<file path="config.mk">
export PLATFORM = sky130hd
export DESIGN_NAME = i2c_scl_rate_gen
export DESIGN_NICKNAME = d
export VERILOG_FILES = /design/src/rtl/i2c_srg_pkg.sv /design/src/rtl/srg_prescaler.sv /design/src/rtl/srg_scl_filter.sv /design/src/rtl/srg_phase_seq.sv /design/src/rtl/i2c_scl_rate_gen.sv
export SDC_FILE = /design/constraint.sdc
export NUM_CORES = 1
export LEC_CHECK = 0
export ABC_AREA = 1
export BUFFER_PORTS_ARGS = -buffer_cell sky130_fd_sc_hd__buf_2
export CAP_MARGIN = 20
export CORE_MARGIN = 4
export CORE_UTILIZATION = 50
export DETAILED_ROUTE_END_ITERATION = 8
export GPL_ROUTABILITY_DRIVEN = 0
export HOLD_SLACK_MARGIN = 0.1
export PLACE_DENSITY = 0.68
export SETUP_SLACK_MARGIN = 0.02
export SLEW_MARGIN = 40
export SYNTH_ARGS = -nofsm -noshare
export SYNTH_HDL_FRONTEND = slang
export SYNTH_SLANG_ARGS = --single-unit
</file>
<file path="constraint.sdc">
create_clock -name clk -period 1.3 [get_ports clk]
set_input_delay 0.065 -clock clk [delete_from_list [all_inputs] [get_ports clk]]
set_output_delay 0.065 -clock clk [all_outputs]
set_load 0.02 [all_outputs]
</file>
<file path="src/rtl/i2c_srg_pkg.sv">
package i2c_srg_pkg;
  typedef enum logic {
    PH_HIGH = 1'b0,
    PH_LOW  = 1'b1
  } srg_phase_e;

  function automatic int unsigned srg_len_width(int unsigned cnt_w, int unsigned ovh);
    return $clog2((1 << cnt_w) + ovh);
  endfunction
endpackage

</file>
<file path="src/rtl/srg_prescaler.sv">
module srg_prescaler #(
  parameter int SEL_W = 3
) (
  input  logic             clk,
  input  logic             rst_n,
  input  logic             clr,
  input  logic [SEL_W-1:0] sel,
  output logic             tick
);
  localparam int DIV_W = (1 << SEL_W) - 1;

  logic [DIV_W-1:0] div_q, div_d, limit;

  always_comb begin
    limit = '0;
    for (int i = 0; i < DIV_W; i++) begin
      limit[i] = (i < int'(sel));
    end
  end

  assign tick = (div_q == limit);

  always_comb begin
    if (clr || tick) div_d = '0;
    else             div_d = div_q + 1'b1;
  end

  always_ff @(posedge clk or negedge rst_n) begin
    if (!rst_n) div_q <= '0;
    else        div_q <= div_d;
  end

  // divider count stays inside the selected ratio
  assert_div_in_range_R1: assert property (@(posedge clk) disable iff (!rst_n)
    div_q <= limit);
endmodule

</file>
<file path="src/rtl/srg_scl_filter.sv">
module srg_scl_filter (
  input  logic clk,
  input  logic rst_n,
  input  logic scl_raw,
  output logic scl_seen
);
  logic s1_q, s2_q, s3_q, filt_q, filt_d;

  always_comb begin
    filt_d = filt_q;
    if (s2_q == s3_q) filt_d = s2_q;
  end

  always_ff @(posedge clk or negedge rst_n) begin
    if (!rst_n) begin
      s1_q   <= 1'b1;
      s2_q   <= 1'b1;
      s3_q   <= 1'b1;
      filt_q <= 1'b1;
    end else begin
      s1_q   <= scl_raw;
      s2_q   <= s1_q;
      s3_q   <= s2_q;
      filt_q <= filt_d;
    end
  end

  assign scl_seen = filt_q;

  // a level change is accepted only after two equal synchronized samples
  assert_glitch_blocked_R6: assert property (@(posedge clk) disable iff (!rst_n)
    (filt_q != $past(filt_q)) |-> ($past(s2_q) == filt_q && $past(s3_q) == filt_q));
endmodule

</file>
<file path="src/rtl/srg_phase_seq.sv">
module srg_phase_seq
  import i2c_srg_pkg::*;
#(
  parameter int CNT_W    = 5,
  parameter int OVH_BYP  = 4,
  parameter int OVH_DIV  = 3
) (
  input  logic             clk,
  input  logic             rst_n,
  input  logic             clr,
  input  logic             tick,
  input  logic             bypass,
  input  logic [CNT_W-1:0] hi_val,
  input  logic [CNT_W-1:0] lo_val,
  input  logic             scl_seen,
  output logic             drive_low,
  output logic             stb_lo,
  output logic             stb_hi
);
  localparam int OVH_MAX = (OVH_BYP > OVH_DIV) ? OVH_BYP : OVH_DIV;
  localparam int PH_W    = srg_len_width(CNT_W, OVH_MAX);

  srg_phase_e      phase_q, phase_d;
  logic [PH_W-1:0] cnt_q, cnt_d;
  logic            stb_lo_q, stb_lo_d, stb_hi_q, stb_hi_d;
  logic [PH_W-1:0] ovh, hi_eff, lo_eff, len_hi, len_lo, len_cur, mid_lo, mid_hi;
  logic            adv, last;

  always_comb begin
    ovh     = bypass ? PH_W'(OVH_BYP) : PH_W'(OVH_DIV);
    hi_eff  = (hi_val == '0) ? PH_W'(1) : PH_W'(hi_val);
    lo_eff  = (lo_val == '0) ? PH_W'(1) : PH_W'(lo_val);
    len_hi  = hi_eff + ovh;
    len_lo  = lo_eff + ovh;
    mid_lo  = (len_lo - PH_W'(1)) >> 1;
    mid_hi  = ovh + ((hi_eff - PH_W'(1)) >> 1);
    len_cur = (phase_q == PH_LOW) ? len_lo : len_hi;
    adv     = tick && ((phase_q == PH_LOW) || (cnt_q < ovh) || scl_seen);
    last    = (cnt_q == len_cur - PH_W'(1));
  end

  always_comb begin
    phase_d  = phase_q;
    cnt_d    = cnt_q;
    stb_lo_d = 1'b0;
    stb_hi_d = 1'b0;
    if (clr) begin
      phase_d = PH_HIGH;
      cnt_d   = '0;
    end else if (adv) begin
      stb_lo_d = (phase_q == PH_LOW)  && (cnt_q == mid_lo);
      stb_hi_d = (phase_q == PH_HIGH) && (cnt_q == mid_hi);
      if (last) begin
        cnt_d   = '0;
        phase_d = (phase_q == PH_LOW) ? PH_HIGH : PH_LOW;
      end else begin
        cnt_d = cnt_q + PH_W'(1);
      end
    end
  end

  always_ff @(posedge clk or negedge rst_n) begin
    if (!rst_n) begin
      phase_q  <= PH_HIGH;
      cnt_q    <= '0;
      stb_lo_q <= 1'b0;
      stb_hi_q <= 1'b0;
    end else begin
      phase_q  <= phase_d;
      cnt_q    <= cnt_d;
      stb_lo_q <= stb_lo_d;
      stb_hi_q <= stb_hi_d;
    end
  end

  assign drive_low = (phase_q == PH_LOW);
  assign stb_lo    = stb_lo_q;
  assign stb_hi    = stb_hi_q;

  // the phase counter never passes the programmed length
  assert_cnt_bound_R2: assert property (@(posedge clk) disable iff (!rst_n)
    cnt_q < len_cur);

  // the low phase is never held back by the bus level
  assert_low_progress_R2: assert property (@(posedge clk) disable iff (!rst_n)
    (!clr && tick && phase_q == PH_LOW) |=> (cnt_q != $past(cnt_q)));

  // past the overhead window, the high count waits for SCL seen high
  assert_stretch_stall_R5: assert property (@(posedge clk) disable iff (!rst_n)
    (!clr && tick && phase_q == PH_HIGH && cnt_q >= ovh && !scl_seen)
      |=> (cnt_q == $past(cnt_q) && phase_q == PH_HIGH));

  // the two strobes are exclusive
  assert_strobe_excl_R8: assert property (@(posedge clk) disable iff (!rst_n)
    !(stb_lo_q && stb_hi_q));
endmodule

</file>
<file path="src/rtl/i2c_scl_rate_gen.sv">
module i2c_scl_rate_gen #(
  parameter int SEL_W   = 3,
  parameter int CNT_W   = 5,
  parameter int OVH_BYP = 4,
  parameter int OVH_DIV = 3
) (
  input  logic             clk,
  input  logic             rst_n,
  input  logic             soft_hold,
  input  logic [SEL_W-1:0] cfg_div_sel,
  input  logic [CNT_W-1:0] cfg_high,
  input  logic [CNT_W-1:0] cfg_low,
  input  logic             scl_in,
  output logic             scl_drive_low,
  output logic             sda_update_stb,
  output logic             sda_sample_stb
);
  logic             rst_meta_q, rst_sync_q;
  logic [SEL_W-1:0] sh_sel_q, sh_sel_d;
  logic [CNT_W-1:0] sh_hi_q, sh_hi_d, sh_lo_q, sh_lo_d;
  logic             tick, scl_seen;

  always_ff @(posedge clk or negedge rst_n) begin
    if (!rst_n) begin
      rst_meta_q <= 1'b0;
      rst_sync_q <= 1'b0;
    end else begin
      rst_meta_q <= 1'b1;
      rst_sync_q <= rst_meta_q;
    end
  end

  always_comb begin
    sh_sel_d = sh_sel_q;
    sh_hi_d  = sh_hi_q;
    sh_lo_d  = sh_lo_q;
    if (soft_hold) begin
      sh_sel_d = cfg_div_sel;
      sh_hi_d  = cfg_high;
      sh_lo_d  = cfg_low;
    end
  end

  always_ff @(posedge clk or negedge rst_sync_q) begin
    if (!rst_sync_q) begin
      sh_sel_q <= '0;
      sh_hi_q  <= '1;
      sh_lo_q  <= '1;
    end else begin
      sh_sel_q <= sh_sel_d;
      sh_hi_q  <= sh_hi_d;
      sh_lo_q  <= sh_lo_d;
    end
  end

  srg_prescaler #(.SEL_W(SEL_W)) u_presc (
    .clk   (clk),
    .rst_n (rst_sync_q),
    .clr   (soft_hold),
    .sel   (sh_sel_q),
    .tick  (tick)
  );

  srg_scl_filter u_filt (
    .clk      (clk),
    .rst_n    (rst_sync_q),
    .scl_raw  (scl_in),
    .scl_seen (scl_seen)
  );

  srg_phase_seq #(
    .CNT_W   (CNT_W),
    .OVH_BYP (OVH_BYP),
    .OVH_DIV (OVH_DIV)
  ) u_seq (
    .clk       (clk),
    .rst_n     (rst_sync_q),
    .clr       (soft_hold),
    .tick      (tick),
    .bypass    (sh_sel_q == '0),
    .hi_val    (sh_hi_q),
    .lo_val    (sh_lo_q),
    .scl_seen  (scl_seen),
    .drive_low (scl_drive_low),
    .stb_lo    (sda_update_stb),
    .stb_hi    (sda_sample_stb)
  );

  // hold releases SCL and silences both strobes
  assert_hold_quiet_R9: assert property (@(posedge clk) disable iff (!rst_sync_q)
    soft_hold |=> (!scl_drive_low && !sda_update_stb && !sda_sample_stb));

  // captured configuration is frozen while running
  assert_cfg_frozen_R10: assert property (@(posedge clk) disable iff (!rst_sync_q)
    !soft_hold |=> ($stable(sh_sel_q) && $stable(sh_hi_q) && $stable(sh_lo_q)));
endmodule

</file>
==> results.toml <==
[power]
p_int_mw = 2.841
peakVddDrop_uv = 1038
p_leak_nw = 1.945
seq_power_share = 0.285
power_per_cell_area_mw_per_mm2 = 1202
power_frac_comb = 0.487
p_sw_frac = 0.3682
power_frac_clock = 0.228
p_sw_mw = 1.656

[synthesis]
seq_area_frac_synth = 0.3397
async_flop_share = 1.000
ys_types = 34
ys.flop_type = "dfrtp_1"
synth.area.top_cells = "dfrtp_1, nand2_1, dfstp_2"
synthCells = 366
synth_top_cell_by_area = "dfrtp_1"
synth_warnings = 0
syn_nets = 402
netlist.area_leader.share = 0.1998
synth_edf_count = 0
syn_area_mm2 = 0.002630
ys_ff_latch = 35
synth_area_per_cell_um2 = 7.186

[run]
drv.max_cap_violation_count = 0

[finish]
stdcell_area_mm2 = 0.003741
instances_no_fill = 539
nets = 504
drive_above_1_share = 0.3134
n_antenna_cell = 0
area.growth.synth_to_final_pct = 42.25

[placement]
dp_hpwl_um = 5114
io_buffers = 19
dpl-instance-area_mm2 = 0.003346
placed_cells = 512

[drt]
vias_per_cell = 5.024
post_drt_wl_per_cell_um = 12.91
route.detailed.drc = 0
drt_iter0_markers = 155
drtAntennaViolNets = 0
via_count = 2708
first_pass_iters = 4
routed_wl_um = 6957

[critical_path]
critPathCaptureType = "flip-flop"
crit_path_frequent_cell = "nand2_1"
cp.arrival_ps = 2990
path_class = "reg -> reg"
rr_startpoint = "sh_hi_q[2]"
worstPathCellList = "nor2_2 -> a21oi_2 -> inv_1 -> ha_2 -> fa_1 -> o21ai_2 -> ha_1 -> xnor2_1 -> a21oi_1 -> nand2_1 -> nor2_1 -> o21ai_1 -> nor2_2 -> nand2_2 -> nand2_4 -> nand2_2 -> nand2_1 -> nand2_1"
ff2ff_path_depth = 18
regToRegSetupSlack_ps = -1500
r2r-end = "u_seq.drive_low"
path_max_fanout = 5
cp-start-kind = "flip-flop"
required_ps = 1480
critPathMaxStageDelay_ps = 550
cp_slowest_cell = "dfstp_2"

[global_routing]
antenna_found_initial = 0
grt_max_degree = 34
grt_use_total = 0.2360
grt_pass1_wl_um = 11870
grt_pass1_vias = 2690
overflow = 0

[hold_path]
hold_end = "u_seq.stb_lo"
worstHoldStart = "soft_hold"
hold_path_depth = 6
min_path_type = "in -> reg"

[timing]
worst_slack_ps = -1505
fin_crit_sh = 2.158
final_max_slew_viol_count = 0
min_period_ps = 2805
setup_viol = 16
skew_ps = 3.194
fmax_mhz = 356.5
rsz0062_at_grt = "true"
hold_violations = 0

[outcome]
run_status = "finished with violations"
violations = "setup timing"

[cts]
clock_latency_ps = 280
cts_buffers = 5
h-tree-depth = 2
clock-sinks = 35
root_buffer = "clkbuf_8"
cts_tree = "yes"
clock_path_buffers = 2
clk_pin_slew_ps = 70

[floorplan]
die_area_mm2 = 0.006484
dieHeight_um = 80.53
die_x_um = 80.53
initial_utilization = 0.5149
fp-row-count = 26
coreArea_mm2 = 0.005107
ios = 20
## Yosys cell counts, drive strengths merged, types with 3 or more instances
cell type	count
inv	47
xor2	17
ha	16
nand4	8
nor4	3
a21oi	9
clkbuf	10
nand3	34
dfstp	14
nor2	29
xnor2	4
fa	3
nand2	114
nor3	3
o21ai	21
dfrtp	21
## per-layer routing
layer / vias up / wire (um) / GRT usage
met5: - / 0 / 0
met4: 0 / 195 / 0.08108
met1: 1270 / 2969 / 0.2741
li1: 1378 / - / -
met2: 42 / 3612 / 0.4462
met3: 18 / 180 / 0.02242
## cells by family (layout without fill, tap and decap cells)
| logic type | Yosys count | count (layout) | share of synthesized area |
|---|---|---|---|
| AND/OR/NAND/NOR | 194 | 194 | 0.3173 |
| buffers and inverters | 60 | 163 | 0.09657 |
| AO/OA/AOI/OAI | 35 | 35 | 0.07231 |
| flip-flops | 35 | 35 | 0.3397 |
| XOR/XNOR | 21 | 21 | 0.06993 |
| adder cells (fa/ha/maj) | 20 | 20 | 0.1028 |
| other | 1 | 1 | 0.001426 |
## critical path: cells and delay by family, from the launching register on
| kind | cells | cell delay (ps) |
|---|---|---|
| XOR/XNOR | 1 | 120 |
| AND/OR/NAND/NOR | 9 | 610 |
| flip-flops | 1 | 550 |
| adder cells (fa/ha/maj) | 3 | 880 |
| AO/OA/AOI/OAI | 4 | 480 |
| buffers and inverters | 1 | 60 |
## power by group through the flow
stage / registers [mW] / clock network (mW) / logic [mW]
after floorplan: 1.34 / 0 / 1.26
after global placement: 1.29 / 0 / 1.95
after detailed placement: 1.30 / 0 / 2.01
after CTS: 1.28 / 1.05 / 2.12
after global routing: 1.29 / 1.11 / 2.48
final: 1.28 / 1.02 / 2.19
## timing repair
action	4_1_cts	5_1_grt
endpoints found under the hold margin	16	0
pin swaps	9	7
setup endpoints to repair	16	17
hold buffers	16	0
setup buffers	4	0
resized for setup	14	13
gates cloned	0	0
## worst max path at each step
stage	start	to	slack (ps)	cells past startpoint
floorplan	sh_hi_q[3]	u_seq.drive_low	-1500	19
global placement	sh_lo_q[1]	u_seq.drive_low	-1510	18
finish	sh_hi_q[2]	u_seq.drive_low	-1500	18
global route	sh_hi_q[2]	u_seq.cnt_q[3]	-1700	18
detailed placement	sh_lo_q[1]	u_seq.drive_low	-1550	18
CTS	sh_hi_q[2]	u_seq.drive_low	-1520	18
## layout make-up
cell class,instances,area (um^2)
timing repair buffer,107,829.5
clock inverter,2,35.03
sequential,35,893.4
inverter,48,180.2
multi-input combinational,271,1633
fill,398,1366
tap,70,87.58
clock buffer,6,82.58
## state kept, by name, indices dropped and copies added (netlist names), 3 cells and up
signal,flops
u_presc.div_q,7
u_seq.cnt_q,6
sh_hi_q,5
sh_lo_q,5
sh_sel_q,3
## cells in the final DEF, fill, tap and decap left out, drive strengths merged, types with 2 or more instances in the layout
| master | n |
|---|---|
| a21oi | 9 |
| buf | 91 |
| clkbuf | 6 |
| clkinv | 2 |
| dfrtp | 21 |
| dfstp | 14 |
| dlygate4sd3 | 16 |
| fa | 3 |
| ha | 16 |
| inv | 47 |
| nand2 | 114 |
| nand3 | 34 |
| nand4 | 8 |
| nor2 | 29 |
| nor3 | 3 |
| nor3b | 2 |
| nor4 | 3 |
| o2111ai | 2 |
| o21ai | 21 |
| xnor2 | 4 |
| xor2 | 17 |
## stage by stage
step | setup WS, ps | total power, mW | setup TNS [ps] | utilization | hold WS (ps)
floorplan | -1504 | 2.604 | -12420 | - | -230.6
global placement | -1508 | 3.236 | -14800 | 0.6551 | -149.8
detailed placement | -1549 | 3.301 | -15340 | 0.6551 | -145.6
CTS | -1518 | 4.451 | -14480 | 0.7237 | 225.5
global route | -1701 | 4.879 | -17090 | 0.7325 | 259.4
finish | -1505 | 4.497 | -14750 | 0.7325 | 227.5
(Power assumes the default switching activity.)
